## config.mk

```make
export PLATFORM = sky130hd
export DESIGN_NAME = dbs_master
export DESIGN_NICKNAME = d
export VERILOG_FILES = /design/src/rtl/dbs_pkg.sv /design/src/rtl/dbs_ack_sync.sv /design/src/rtl/dbs_lane_steer.sv /design/src/rtl/dbs_rd_assemble.sv /design/src/rtl/dbs_master.sv
export SDC_FILE = /design/constraint.sdc
export NUM_CORES = 1
export LEC_CHECK = 0
export BUFFER_PORTS_ARGS = -buffer_cell sky130_fd_sc_hd__buf_2
export CORE_MARGIN = 5
export CORE_UTILIZATION = 54
export DETAILED_ROUTE_END_ITERATION = 8
export PLACE_DENSITY = 0.81
export SYNTH_ARGS = -nofsm -noshare
export SYNTH_HDL_FRONTEND = slang
export SYNTH_SLANG_ARGS = --single-unit
```

## constraint.sdc

```tcl
create_clock -name clk -period 2.99 [get_ports clk]
set_input_delay 0.4485 -clock clk [delete_from_list [all_inputs] [get_ports clk]]
set_output_delay 0.4485 -clock clk [all_outputs]
set_load 0.03 [all_outputs]
```

## src/rtl/dbs_pkg.sv

```systemverilog
package dbs_pkg;

  localparam int OPW    = 32;
  localparam int LANE_W = 16;

  typedef enum logic [1:0] {
    SZ_BYTE = 2'b00,
    SZ_WORD = 2'b01,
    SZ_LONG = 2'b10,
    SZ_RSVD = 2'b11
  } opsize_e;

  typedef enum logic [1:0] {
    PW_WAIT = 2'd0,
    PW_8    = 2'd1,
    PW_16   = 2'd2
  } portw_e;

  typedef enum logic [1:0] {
    ST_IDLE   = 2'd0,
    ST_GAP    = 2'd1,
    ST_ACTIVE = 2'd2
  } seq_state_e;

  // bytes in an operand for a size code; reserved code counts as long
  function automatic logic [2:0] op_bytes(input logic [1:0] sz);
    case (sz)
      SZ_BYTE: return 3'd1;
      SZ_WORD: return 3'd2;
      default: return 3'd4;
    endcase
  endfunction

endpackage

```

## src/rtl/dbs_ack_sync.sv

```systemverilog
module dbs_ack_sync
  import dbs_pkg::*;
#(
  parameter int STAGES = 2
) (
  input  logic         clk,
  input  logic         rst_n,
  input  logic [1:0]   ack_n_in,
  output portw_e       width
);

  logic [1:0] stage_q [STAGES];
  logic [1:0] stage_d [STAGES];

  always_comb begin
    stage_d[0] = ack_n_in;
    for (int i = 1; i < STAGES; i++) stage_d[i] = stage_q[i-1];
  end

  always_ff @(posedge clk or negedge rst_n) begin
    if (!rst_n) begin
      for (int i = 0; i < STAGES; i++) stage_q[i] <= 2'b11;
    end else begin
      for (int i = 0; i < STAGES; i++) stage_q[i] <= stage_d[i];
    end
  end

  // active-low code: 11 wait, 10 byte port, 01 and 00 halfword port
  always_comb begin
    case (stage_q[STAGES-1])
      2'b11:   width = PW_WAIT;
      2'b10:   width = PW_8;
      default: width = PW_16;
    endcase
  end

endmodule

```

## src/rtl/dbs_lane_steer.sv

```systemverilog
module dbs_lane_steer
  import dbs_pkg::*;
(
  input  logic              active,
  input  logic              write,
  input  logic              addr_odd,
  input  logic              rem_one,
  input  logic [7:0]        hi_byte,
  input  logic [7:0]        lo_byte,
  input  portw_e            width,
  input  logic [LANE_W-1:0] din,
  output logic [LANE_W-1:0] dout,
  output logic              uwe_n,
  output logic              lwe_n,
  output logic              take_two,
  output logic [7:0]        rd_b0,
  output logic [7:0]        rd_b1
);

  logic pair_slot;

  // two bytes fit only when the current address is even and two remain
  assign pair_slot = !addr_odd && !rem_one;

  // a single byte is mirrored on both lanes so either port width sees it
  assign dout  = pair_slot ? {hi_byte, lo_byte} : {hi_byte, hi_byte};
  assign uwe_n = !(active && write && !addr_odd);
  assign lwe_n = !(active && write && (addr_odd || !rem_one));

  assign take_two = (width == PW_16) && pair_slot;
  assign rd_b0    = ((width == PW_16) && addr_odd) ? din[7:0] : din[15:8];
  assign rd_b1    = din[7:0];

endmodule

```

## src/rtl/dbs_rd_assemble.sv

```systemverilog
module dbs_rd_assemble
  import dbs_pkg::*;
(
  input  logic           clk,
  input  logic           rst_n,
  input  logic           clr,
  input  logic           cap,
  input  logic           cap_two,
  input  logic [2:0]     rem,
  input  logic [7:0]     b0,
  input  logic [7:0]     b1,
  output logic [OPW-1:0] data_q
);

  logic [OPW-1:0] data_d;
  logic [2:0]     pos0;
  logic [2:0]     pos1;
  logic           load_en;

  // byte positions counted from the least significant end of the operand
  assign pos0    = rem - 3'd1;
  assign pos1    = rem - 3'd2;
  assign load_en = clr || cap;

  always_comb begin
    data_d = data_q;
    if (clr) begin
      data_d = '0;
    end else if (cap) begin
      data_d[{pos0[1:0], 3'b000} +: 8] = b0;
      if (cap_two) data_d[{pos1[1:0], 3'b000} +: 8] = b1;
    end
  end

  always_ff @(posedge clk or negedge rst_n) begin
    if (!rst_n)       data_q <= '0;
    else if (load_en) data_q <= data_d;
  end

  AST_PAIR_ROOM: assert property (@(posedge clk) disable iff (!rst_n)
    (cap && cap_two) |-> (rem >= 3'd2));

  AST_CAP_NONEMPTY: assert property (@(posedge clk) disable iff (!rst_n)
    cap |-> (rem != 3'd0));

endmodule

```

## src/rtl/dbs_master.sv

```systemverilog
module dbs_master
  import dbs_pkg::*;
#(
  parameter int AW = 24,
  parameter int TW = 8
) (
  input  logic              clk,
  input  logic              rst_n,
  input  logic              req_valid,
  input  logic [1:0]        req_size,
  input  logic [AW-1:0]     req_addr,
  input  logic [31:0]       req_wdata,
  input  logic              req_write,
  input  logic [TW-1:0]     timeout_lim,
  output logic              busy,
  output logic              done,
  output logic              err,
  output logic [31:0]       rdata,
  output logic [AW-1:0]     bus_addr,
  output logic              bus_rd,
  output logic              bus_as_n,
  output logic [15:0]       bus_dout,
  output logic              bus_dout_en,
  output logic              bus_uwe_n,
  output logic              bus_lwe_n,
  input  logic [15:0]       bus_din,
  input  logic [1:0]        bus_ack_n
);

  seq_state_e        state_q, state_d;
  logic [AW-1:0]     addr_q, addr_d;
  logic [2:0]        rem_q, rem_d;
  logic [OPW-1:0]    wdata_q;
  logic              write_q;
  logic [TW-1:0]     tmr_q, tmr_d;
  logic              done_q, done_d;
  logic              err_q, err_d;

  portw_e            width;
  logic              active;
  logic              accept;
  logic              cycle_end;
  logic              tmo;
  logic              take_two;
  logic              last;
  logic [2:0]        step;
  logic [2:0]        rem_m1;
  logic [2:0]        rem_m2;
  logic [7:0]        hi_byte;
  logic [7:0]        lo_byte;
  logic [7:0]        rd_b0;
  logic [7:0]        rd_b1;
  logic              op_load_en;

  dbs_ack_sync #(.STAGES(2)) u_sync (
    .clk      (clk),
    .rst_n    (rst_n),
    .ack_n_in (bus_ack_n),
    .width    (width)
  );

  assign active = (state_q == ST_ACTIVE);
  assign rem_m1 = rem_q - 3'd1;
  assign rem_m2 = rem_q - 3'd2;
  assign hi_byte = wdata_q[{rem_m1[1:0], 3'b000} +: 8];
  assign lo_byte = wdata_q[{rem_m2[1:0], 3'b000} +: 8];

  dbs_lane_steer u_lane (
    .active   (active),
    .write    (write_q),
    .addr_odd (addr_q[0]),
    .rem_one  (rem_q == 3'd1),
    .hi_byte  (hi_byte),
    .lo_byte  (lo_byte),
    .width    (width),
    .din      (bus_din),
    .dout     (bus_dout),
    .uwe_n    (bus_uwe_n),
    .lwe_n    (bus_lwe_n),
    .take_two (take_two),
    .rd_b0    (rd_b0),
    .rd_b1    (rd_b1)
  );

  assign accept    = (state_q == ST_IDLE) && req_valid;
  assign cycle_end = active && (width != PW_WAIT);
  assign tmo       = active && (width == PW_WAIT) && (tmr_q == timeout_lim);
  assign step      = take_two ? 3'd2 : 3'd1;
  assign last      = (rem_q == step);

  dbs_rd_assemble u_asm (
    .clk     (clk),
    .rst_n   (rst_n),
    .clr     (accept),
    .cap     (cycle_end && !write_q),
    .cap_two (take_two),
    .rem     (rem_q),
    .b0      (rd_b0),
    .b1      (rd_b1),
    .data_q  (rdata)
  );

  // next-state logic
  always_comb begin
    state_d = state_q;
    addr_d  = addr_q;
    rem_d   = rem_q;
    tmr_d   = tmr_q;
    done_d  = 1'b0;
    err_d   = 1'b0;
    case (state_q)
      ST_IDLE: begin
        if (accept) begin
          state_d = ST_GAP;
          addr_d  = req_addr;
          rem_d   = op_bytes(req_size);
        end
      end
      ST_GAP: begin
        // reopen only once the previous acknowledge has cleared the synchronizer
        if (width == PW_WAIT) begin
          state_d = ST_ACTIVE;
          tmr_d   = '0;
        end
      end
      ST_ACTIVE: begin
        if (cycle_end) begin
          addr_d  = addr_q + AW'(step);
          rem_d   = rem_q - step;
          state_d = last ? ST_IDLE : ST_GAP;
          done_d  = last;
        end else if (tmo) begin
          state_d = ST_IDLE;
          done_d  = 1'b1;
          err_d   = 1'b1;
        end else begin
          tmr_d = tmr_q + TW'(1);
        end
      end
      default: state_d = ST_IDLE;
    endcase
  end

  assign op_load_en = accept;

  // registers
  always_ff @(posedge clk or negedge rst_n) begin
    if (!rst_n) begin
      state_q <= ST_IDLE;
      addr_q  <= '0;
      rem_q   <= '0;
      tmr_q   <= '0;
      done_q  <= 1'b0;
      err_q   <= 1'b0;
    end else begin
      state_q <= state_d;
      addr_q  <= addr_d;
      rem_q   <= rem_d;
      tmr_q   <= tmr_d;
      done_q  <= done_d;
      err_q   <= err_d;
    end
  end

  always_ff @(posedge clk or negedge rst_n) begin
    if (!rst_n) begin
      wdata_q <= '0;
      write_q <= 1'b0;
    end else if (op_load_en) begin
      wdata_q <= req_wdata;
      write_q <= req_write;
    end
  end

  assign busy        = (state_q != ST_IDLE);
  assign done        = done_q;
  assign err         = err_q;
  assign bus_addr    = addr_q;
  assign bus_rd      = !write_q;
  assign bus_as_n    = !active;
  assign bus_dout_en = active && write_q;

  AST_HOLD_ON_WAIT: assert property (@(posedge clk) disable iff (!rst_n)
    (!bus_as_n && width == PW_WAIT) |=> $stable(bus_addr));

  AST_GAP_AFTER_END: assert property (@(posedge clk) disable iff (!rst_n)
    cycle_end |=> bus_as_n);

  AST_DONE_PULSE: assert property (@(posedge clk) disable iff (!rst_n)
    done |=> !done);

  AST_ERR_WITH_DONE: assert property (@(posedge clk) disable iff (!rst_n)
    err |-> done);

  AST_WE_IN_WRITE: assert property (@(posedge clk) disable iff (!rst_n)
    (!bus_uwe_n || !bus_lwe_n) |-> (!bus_as_n && !bus_rd));

  AST_START_ON_REQ: assert property (@(posedge clk) disable iff (!rst_n)
    $rose(busy) |-> $past(req_valid));

endmodule

```

=== After elaboration in Yosys (flattened, before gate mapping) ===
Cells that the tools add are included.
Widths: inputs -> output; s select.

* Bitwise logic cells: 0
* Add/subtract/negate cells: 7
* Order comparisons: 0
* Shift-type cells: 6
* Reduce and logical (&&, ||, !) cells: 31
* Divide/modulo/power cells: 0
* Equality and inequality tests: 15
* Multiply operators: 0
* Multiplexer cells: 31

{| class="wikitable"
|+ Operators with widths
! cell !! number
|-
| $mux 32 || 3
|-
| $bwmux 32 || 2
|-
| $shift 8x7->32 const A || 2
|-
| $shiftx 32x6->8 || 2
|-
| $shiftx 8x7->32 || 2
|-
| $mux 24 || 2
|-
| $pmux 24 s2 || 1
|-
| $mux 8 || 5
|-
| $add 24x2->24 || 1
|-
| $pmux 8 s2 || 1
|-
| $neg 5->7 || 2
|-
| $pmux 3 s2 || 2
|-
| $logic_and 1x1->1 || 11
|-
| $mux 2 || 5
|-
| $reduce_bool 2->1 || 5
|-
| $add 8x1->8 const B || 1
|-
| $eq 2x2->1 const B || 4
|-
| $eq 8x8->1 || 1
|-
| $logic_not 1->1 || 6
|-
| $logic_not 2->1 || 3
|-
| $mux 1 || 6
|-
| $mux 3 || 2
|-
| $ne 2x2->1 const B || 3
|-
| $pmux 2 s3 || 1
|-
| 13 further kinds || 17
|}

* Register bits: 108
* Bits in writable memories: 0
* Latch bits: 0
* Memories kept: 0
* Bits in read-only memories: 0
* Output and inout bits: 80
* Word-level logic and storage cells: 101

=== Depth between registers and ports, before layout ===
Gate-level depths: netlist of run 1.

* Depth in word-level cells: 11
* Depth in mapped cells: 12
* Depth with buffers taken out: 10

=== Modules after synthesis ===
Synthesis of run 1 repeated with hierarchy kept, for this count alone.

* Cell total of the unflattened synthesis: 697
* Area, all modules: 7159.4 um^2

{| class="wikitable"
|+ Modules (own cells, without submodules)
! module !! cells each !! area each (um^2) !! sequential area each (um^2) !! times used
|-
| dbs_master || 428 || 4476.8 || 1801.7 || 1
|-
| dbs_rd_assemble || 225 || 2214.6 || 800.8 || 1
|-
| dbs_lane_steer || 38 || 345.3 || 0.0 || 1
|-
| dbs_ack_sync || 6 || 122.6 || 105.1 || 1
|}

=== Worst setup path after synthesis of run 1 ===
Ideal clock, no wire load.

* Path type: register to output
* From: register rem_q[0]
* To: output bus_dout[0]
* Arrival: 2496 ps
* Cell stages (with the launch flop): 8
* Data required time: 2542 ps
* Slack: 45 ps
* Cells stage by stage: dfrtp_1 -> clkbuf_1 -> buf_2 -> inv_1 -> ha_1 -> buf_1 -> mux4_2 -> mux2_2

* Elaborated cells on any way between the ends: 8
* Those cells by class: 2 x add/sub; 1 x eq/ne; 2 x shift; 1 x mux; 2 x reduce/logical

{| class="wikitable"
|+ RTL lines
! what !! RTL line !! source
|-
| start: declaration || dbs_master.sv:32 || <nowiki>logic [2:0] rem_q, rem_d;</nowiki>
|-
| start signal: assignment || dbs_master.sv:158 || <nowiki>rem_q <= rem_d;</nowiki>
|-
| $sub 2x1->2 || dbs_master.sv:63 || <nowiki>assign rem_m1 = rem_q - 3'd1;</nowiki>
|-
| $shiftx 32x6->8 || dbs_master.sv:65 || <nowiki>assign hi_byte = wdata_q[{rem_m1[1:0], 3'b000} +: 8];</nowiki>
|-
| via bus_dout[8] || dbs_master.sv:22 || <nowiki>output logic [15:0] bus_dout,</nowiki>
|-
| $mux 8 || dbs_lane_steer.sv:26 || <nowiki>assign dout = pair_slot ? {hi_byte, lo_byte} : {hi_byte, hi_byte};</nowiki>
|-
| end: declaration || dbs_master.sv:22 ||
|}

The timed path passes the listed nets, and every way through them passes these cells.

=== Final worst setup path of run 1 ===
* From: register rem_q[0]
* To: output bus_dout[2]

* Cells in the longest elaborated chain, start to end: 4
* Elaborated cells on any way between the ends: 8
* Those cells by class: 2 x add/sub; 1 x eq/ne; 2 x shift; 1 x mux; 2 x reduce/logical

{| class="wikitable"
|+ Ends and longest elaborated chain
! what !! RTL line
|-
| parallel branches: the longest is 3 deep, another holds $sub 2x1->2 || n/a
|-
| $mux 8 * || dbs_lane_steer.sv:26
|}

Mark *: on every way between the ends.

==> key figures, run 1 <==
STA
  • Tightest Pin Transition: 0.7232 ns
  • Endpoints failing setup: 0
  • Slew Limit Fails: 0
  • PnR worst setup slack: 0.2263 ns
  • Final Cycle Share: 92.43%
  • Final-report hold violation count: 0
  • Unrepaired setup endpoints after global routing: false
  • FMAX: 0.3618 GHz
  • Fin crit period: between 2 and 3 ns
  • Relative slew margins: about half
  • Setup_tns: 0 ns
  • Worst Skew: about 0.0034 ns

GRT
  • Vias in the first global route: ~6100
  • Global route total overflow: 0
  • GR Util All Layers: 26.09%
  • First-pass GRT wire length: 30560 microns
  • Largest net degree at the start of global routing: 66
  • Initial antenna violation count: 0

Synthesis
  • Compound-Gate Fraction of Synth Area: 20.17%
  • Area leader, netlist: dfrtp_1
  • Post-synth EDFFs: 0
  • Syn_nets: 756
  • Post-synthesis async set-or-reset flop share: 100.0%
  • Post-Syn Area: 6506 sq um
  • Mux cell area share after synthesis: around 14%
  • Dominant cells by area after synthesis: dfrtp_1 (40%), mux2_2 (6.9%), mux4_2 (5.5%)
  • Largest family of logic cells by synthesized area: compound AO/OA/AOI/OAI gates
  • Library cells used by synthesis: 64
  • Post-Synth Adder-Cell Area: ~2.2%
  • Synth Area in Simple Gates: 16.50%
  • Main synth FF type: dfrtp_1
  • Seq cells post-synth: 108
  • Seq/Total Area, Yosys: 41.62%
  • Post-synth top area share: 40.00%
  • Average cell area after synthesis: 9.903 sq um
  • Synth Area in XOR/XNOR: 1.212%
  • Synthesized instance count: between 600 and 700
  • Yosys warning count: 0

Clock tree
  • Clock transition at path regs: 0.07 ns
  • Clock Path Buffers: 2
  • Total CTS buffers: 9
  • Clock sink count: around 110
  • Hold Buf Count CTS: 0
  • Root Buffer: clkbuf_16
  • CTS HTree Levels: 3
  • CTS tree: yes
  • Clk_lat worst skew: 0.35 ns
  • Post-CTS setup buffer count: 0

Power and ir drop
  • Pleak: 3.419 nW
  • PwrDens: 983.4 nW/um^2
  • Total chip power: 0.007668 W
  • VDD IR max: 0.6364 mV

Detailed routing
  • Routed wire length: 18380 microns
  • DR vias/cell: approximately 6.3
  • Detailed Route Iter0 Violations: approximately 400
  • DRC violations left: 0
  • Detailed Routing Iterations Pass 1: 5
  • Post-route antenna net violation count: 0
  • Wire per inst: between 15 and 20 microns
  • DR vias: 6058

Floorplanning
  • Rows: 40
  • Die H: 119.8 microns
  • Die X: about 120 microns
  • Area of the core: 11910 sq um
  • I/O pin count: 168
  • Starting Density: 54.62%
  • Die area: between 10000 and 15000 sq um

Final layout
  • Layout Nets: 908
  • Share of post-route cells with drive strength above 1: ~34%
  • Filler cell count in the final layout: 971
  • Syn-to-layout area delta: 19.85%
  • Diode count: 0

Placement
  • GP Congestion: 0.9518
  • Port Buffer Count: 167
  • Detailed Place HPWL: approximately 13000 microns
  • Worst slack at placement: 0.2295 ns

Setup path
  • Kind of critical path: reg2out
  • CP Cell Sequence: inv_1 -> ha_2 -> mux4_2 -> mux2_2 -> buf_2
  • CP delay by family, top: multiplexers
  • WP buf/inv: 2
  • Critical Path AT: 2.32 ns
  • Worst Setup End Kind: primary output
  • CP Max Fanout: 14
  • Startpoint types: flop
  • CP required: approximately 2.5 ns
  • Worst Setup SP: rem_q[0]$_DFFE_PN0P_
  • CP max stage delay: 0.57 ns
  • CP max stage cell: ha_2
  • FF-to-FF Start: rem_q[1]$_DFFE_PN0P_

Job
  • Maxcap violations: 0

Outcome
  • Outcome: complete, no violations

Worst hold path
  • Hold Path Class: in2async
[cell usage after synthesis, types with 19 or more instances]
| cell type | count |
|---|---|
| o22ai_1 | 23 |
| a21oi_1 | 35 |
| dfrtp_1 | 104 |
| nor2b_1 | 19 |
| clkbuf_1 | 28 |
| mux2_2 | 40 |
| nand2_1 | 47 |
| nand3_1 | 23 |
| nor2_1 | 36 |
| inv_1 | 29 |
| o21ai_0 | 27 |
[placed cells by master (no fill, tap or decap), types with 8 or more instances in the layout]
cell	count
buf_2	166
dfrtp_1	104
nand2_1	47
mux2_2	40
nor2_1	35
a21oi_1	35
inv_1	29
o21ai_0	27
nand3_1	23
o22ai_1	23
nor2b_1	18
buf_4	18
mux4_2	16
a22oi_1	16
o2bb2ai_1	16
nor3_1	13
nand2b_1	12
or3_1	10
and3_1	10
xnor2_1	9
clkbuf_16	9
mux2i_1	8
a22o_1	8
a221o_1	8
ha_1	8
[sequential cells by signal (all words and copies together), names as in the netlist]
signal and count:
done 1, u_sync.stage_q 2, u_asm.data_q 32, err 1
tmr_q 8, wdata_q 32, state_q 2, bus_addr 24
u_sync.stage_d 2, rem_q 3, write_q 1
[report_power, final]
part | total (W) | internal, W | switching (W)
clock | 0.00116 | 0.000596 | 0.000564
combinational | 0.00402 | 0.00156 | 0.00246
sequential | 0.00249 | 0.00193 | 0.000554
[cells by family after synthesis]
| group | count (synthesis) |
|---|---|
| simple gates | 204 |
| compound gates | 187 |
| flops | 108 |
| buf+inv | 74 |
| mux | 64 |
| fa+ha+maj | 11 |
| xor+xnor | 9 |
[cell type report]
type                       count  area, sq um  area share [%]
tap                          147        183.9           2.359
sequential                   108         2708           34.72
clock inverter                 6        47.55          0.6098
inverter                      30        112.6           1.444
multi-input combinational    475         3521           45.15
timing repair buffer         185        985.9           12.64
clock buffer                  10        239.0           3.065
[layer usage]
layer | global-route usage [%] | vias to the layer above | wire [microns]
li1 | - | 2787 | -
met1 | 34.31 | 2926 | 7456
met2 | 43.40 | 310 | 9012
met3 | 5.090 | 35 | 1491
met4 | 8.948 | 0 | 417
met5 | 0 | - | 0
[stage by stage]
stage               cell area, sq um  hold slack [ns]  cells  utilization [%]
floorplan                       6506           0.1529    657                -
global placement                7506           0.3484    945            63.01
detailed placement              7506           0.3524    945            63.01
CTS                             7792           0.1120    961            65.42
global route                    7797           0.1393    961            65.46
finish                          7797          0.08522    961            65.46
[timing repair]
| action | in CTS | in global routing |
|---|---|---|
| setup endpoints to repair | 0 | 10 |
| gates resized for setup | 0 | 2 |
| hold endpoints to repair | 0 | 0 |
[path summary, 6_finish.rpt]
kind | to | slack (ns) | cells past startpoint
worst max-delay path | bus_dout[2] | 0.23 | 5
worst min-delay path | u_asm.data_q[5]$_DFFE_PN0P_ | 0.09 | 1
worst max register to register | bus_addr[22]$_DFFE_PN0P_ | 0.24 | 10
worst min register to register | u_sync.stage_q[1]$_DFF_PN1_ | 0.36 | 0
max in group asynchronous | u_sync.stage_d[1]$_DFF_PN1_ | 2.14 | 2
min in group clk | u_sync.stage_d[0]$_DFF_PN1_ | 0.19 | 1
(Power assumes the default switching activity.)
==> run 2, diff against run 1 <==
==> constraint.sdc (replaced) <==
create_clock -name clk -period 2.9 [get_ports clk]
set_input_delay 0.435 -clock clk [delete_from_list [all_inputs] [get_ports clk]]
set_output_delay 0.435 -clock clk [all_outputs]
set_load 0.03 [all_outputs]
==> run 2 against run 1 <==
Flip-flop and latch count stayed put. First-iteration DRC count is 27% higher. Worst setup slack worse by 0.14 ns. Cell count is 0.21% higher. Register-to-register slack better by 0.06 ns. Critical endpoint is now bus_dout[0]. Largest cell class unchanged.
==> key figures, run 2 (synthesized netlist as in run 1, its figures left out) <==
Final layout
  • Most common cell after layout, fill and taps aside: buf_2
  • Layout Nets: 910
  • Syn-to-layout area delta: 20.56%
  • Most frequent cells in the layout: buf_2 (166), dfrtp_1 (104), nand2_1 (47), mux2_2 (40)
  • Final Cell Area: ~7800 sq um
  • Share of post-route cells with drive strength above 1: 34.07%
  • Diode count: 0

Job
  • Maxcap violations: 0

GRT
  • Global route total overflow: 0
  • Vias in the first global route: 6104
  • First-pass GRT wire length: ~30000 microns
  • GR Util All Layers: 26.38%
  • Initial antenna violation count: 0
  • Largest net degree at the start of global routing: between 80 and 90

Power and ir drop
  • Logic pwr share: 52.2%
  • PwrDens: 1019 nW/um^2
  • Pleak: 3.439 nW
  • Sequential share of power: 32.4%
  • Pint: 0.004250 W
  • VDD IR max: slightly below 0.9 mV
  • P_sw: 0.003739 W
  • Switching share of power: 46.80%
  • Power share of the clock group: around 15%

Detailed routing
  • DRC violations left: 0
  • Detailed Routing Iterations Pass 1: 5
  • DR vias: 6128
  • DR vias/cell: 6.363
  • Wire per inst: approximately 20 microns
  • Post-route antenna net violation count: 0
  • Detailed Route Iter0 Violations: 510
  • Routed wire length: 18810 microns

Placement
  • Area after DPL: 7513 sq um
  • Detailed Place HPWL: approximately 14000 microns
  • Port Buffer Count: roughly 170
  • GP Congestion: 0.9281

Clock tree
  • CTS tree: yes
  • Clk_lat worst skew: ~0.36 ns
  • Root Buffer: clkbuf_16
  • Post-CTS setup buffer count: 0
  • Total CTS buffers: 9
  • Clock transition at path regs: 0.07 ns
  • CTS HTree Levels: 3
  • Clock Path Buffers: 2
  • Clock sink count: 108

Outcome
  • Outcome: complete, no violations

Setup path
  • CP delay by family, top: multiplexers
  • Worst Setup End Kind: primary output
  • Startpoint types: flop
  • CP Max Fanout: 14
  • Critical Path AT: 2.38 ns
  • CP required: approximately 2.5 ns
  • CP max stage delay: 0.55 ns
  • WP buf/inv: 2
  • CP max stage cell: dfrtp_1
  • Kind of critical path: reg2out
  • CP Cell Sequence: inv_1 -> ha_4 -> mux4_2 -> mux2_2 -> buf_2

STA
  • Tightest Pin Transition: about 0.66 ns
  • Relative slew margins: ~56%
  • Endpoints failing setup: 0
  • FMAX: around 0.36 GHz
  • Final Cycle Share: 96.96%
  • Final-report hold violation count: 0
  • Slew Limit Fails: 0
  • Setup_tns: 0 ns
  • Unrepaired setup endpoints after global routing: false
  • Worst Skew: approximately 0.0086 ns
  • Fin crit period: about 2.8 ns

Floorplanning
  • Die H: 119.8 microns
  • Die area: 14340 sq um
  • I/O pin count: 168
  • Area of the core: 11910 sq um
  • Die X: 119.8 microns
  • Rows: 40
  • Starting Density: 54.62%

Worst hold path
  • Hold Path Class: in2reg
==> run 2: area by class of cell <==
class	count	area, sq um
fillers	1025	4068
multi-input cells	475	3538
flip-flops and latches	108	2708
repair buffers	187	1003
clock buffers	10	239.0
well taps	147	183.9
inverters	30	112.6
clock inverters	6	58.81
==> run 2: worst paths after layout <==
| kind | start | to | slack (ns) | cells past startpoint |
|---|---|---|---|---|
| hold reg to reg | u_sync.stage_d[0]$_DFF_PN1_ | u_sync.stage_q[0]$_DFF_PN1_ | 0.36 | 0 |
| hold / removal | bus_ack_n[1] | u_sync.stage_d[1]$_DFF_PN1_ | 0.17 | 1 |
| min in group asynchronous | rst_n | err$_DFF_PN0_ | 0.51 | 2 |
| setup / recovery | rem_q[0]$_DFFE_PN0P_ | bus_dout[0] | 0.09 | 5 |
| setup reg to reg | rem_q[1]$_DFFE_PN0P_ | bus_addr[16]$_DFFE_PN0P_ | 0.30 | 10 |
| max in group asynchronous | rst_n | write_q$_DFFE_PN0P_ | 1.61 | 3 |
==> run 2: routing by layer <==
layer	GRT usage (%)	part of all wire (%)	vias to the layer above	wire length (microns)
met5	0	0	-	0
met4	8.733	2.3	0	435
met3	5.419	8.0	37	1501
met2	43.26	49	315	9160
met1	35.20	41	2982	7709
li1	-	-	2794	-
==> run 2: power by group through the flow <==
stage	clock network (W)	registers (W)	logic [W]
after floorplan	0	0.00276	0.00273
after global placement	0	0.00253	0.00401
after detailed placement	0	0.00260	0.00412
after CTS	0.00125	0.00257	0.00417
after global routing	0.00132	0.00266	0.00448
final	0.00123	0.00259	0.00417
==> run 2: stage by stage <==
step,hold slack [ns],power (W),utilization [%],worst slack (ns),cells
floorplan,0.1394,0.005488,-,0.1312,657
global placement,0.3444,0.006533,63.08,0.3313,946
detailed placement,0.3450,0.006720,63.08,0.1475,946
CTS,0.1597,0.007994,65.77,0.08387,963
global route,0.1531,0.008462,65.85,0.01183,963
finish,0.1712,0.007989,65.85,0.08808,963
==> run 2: timing repair <==
item	in CTS	in global routing
resized for setup	2	2
cloned	0	0
hold buffers	1	0
setup endpoints to repair	8	6
endpoints found under the hold margin	16	0
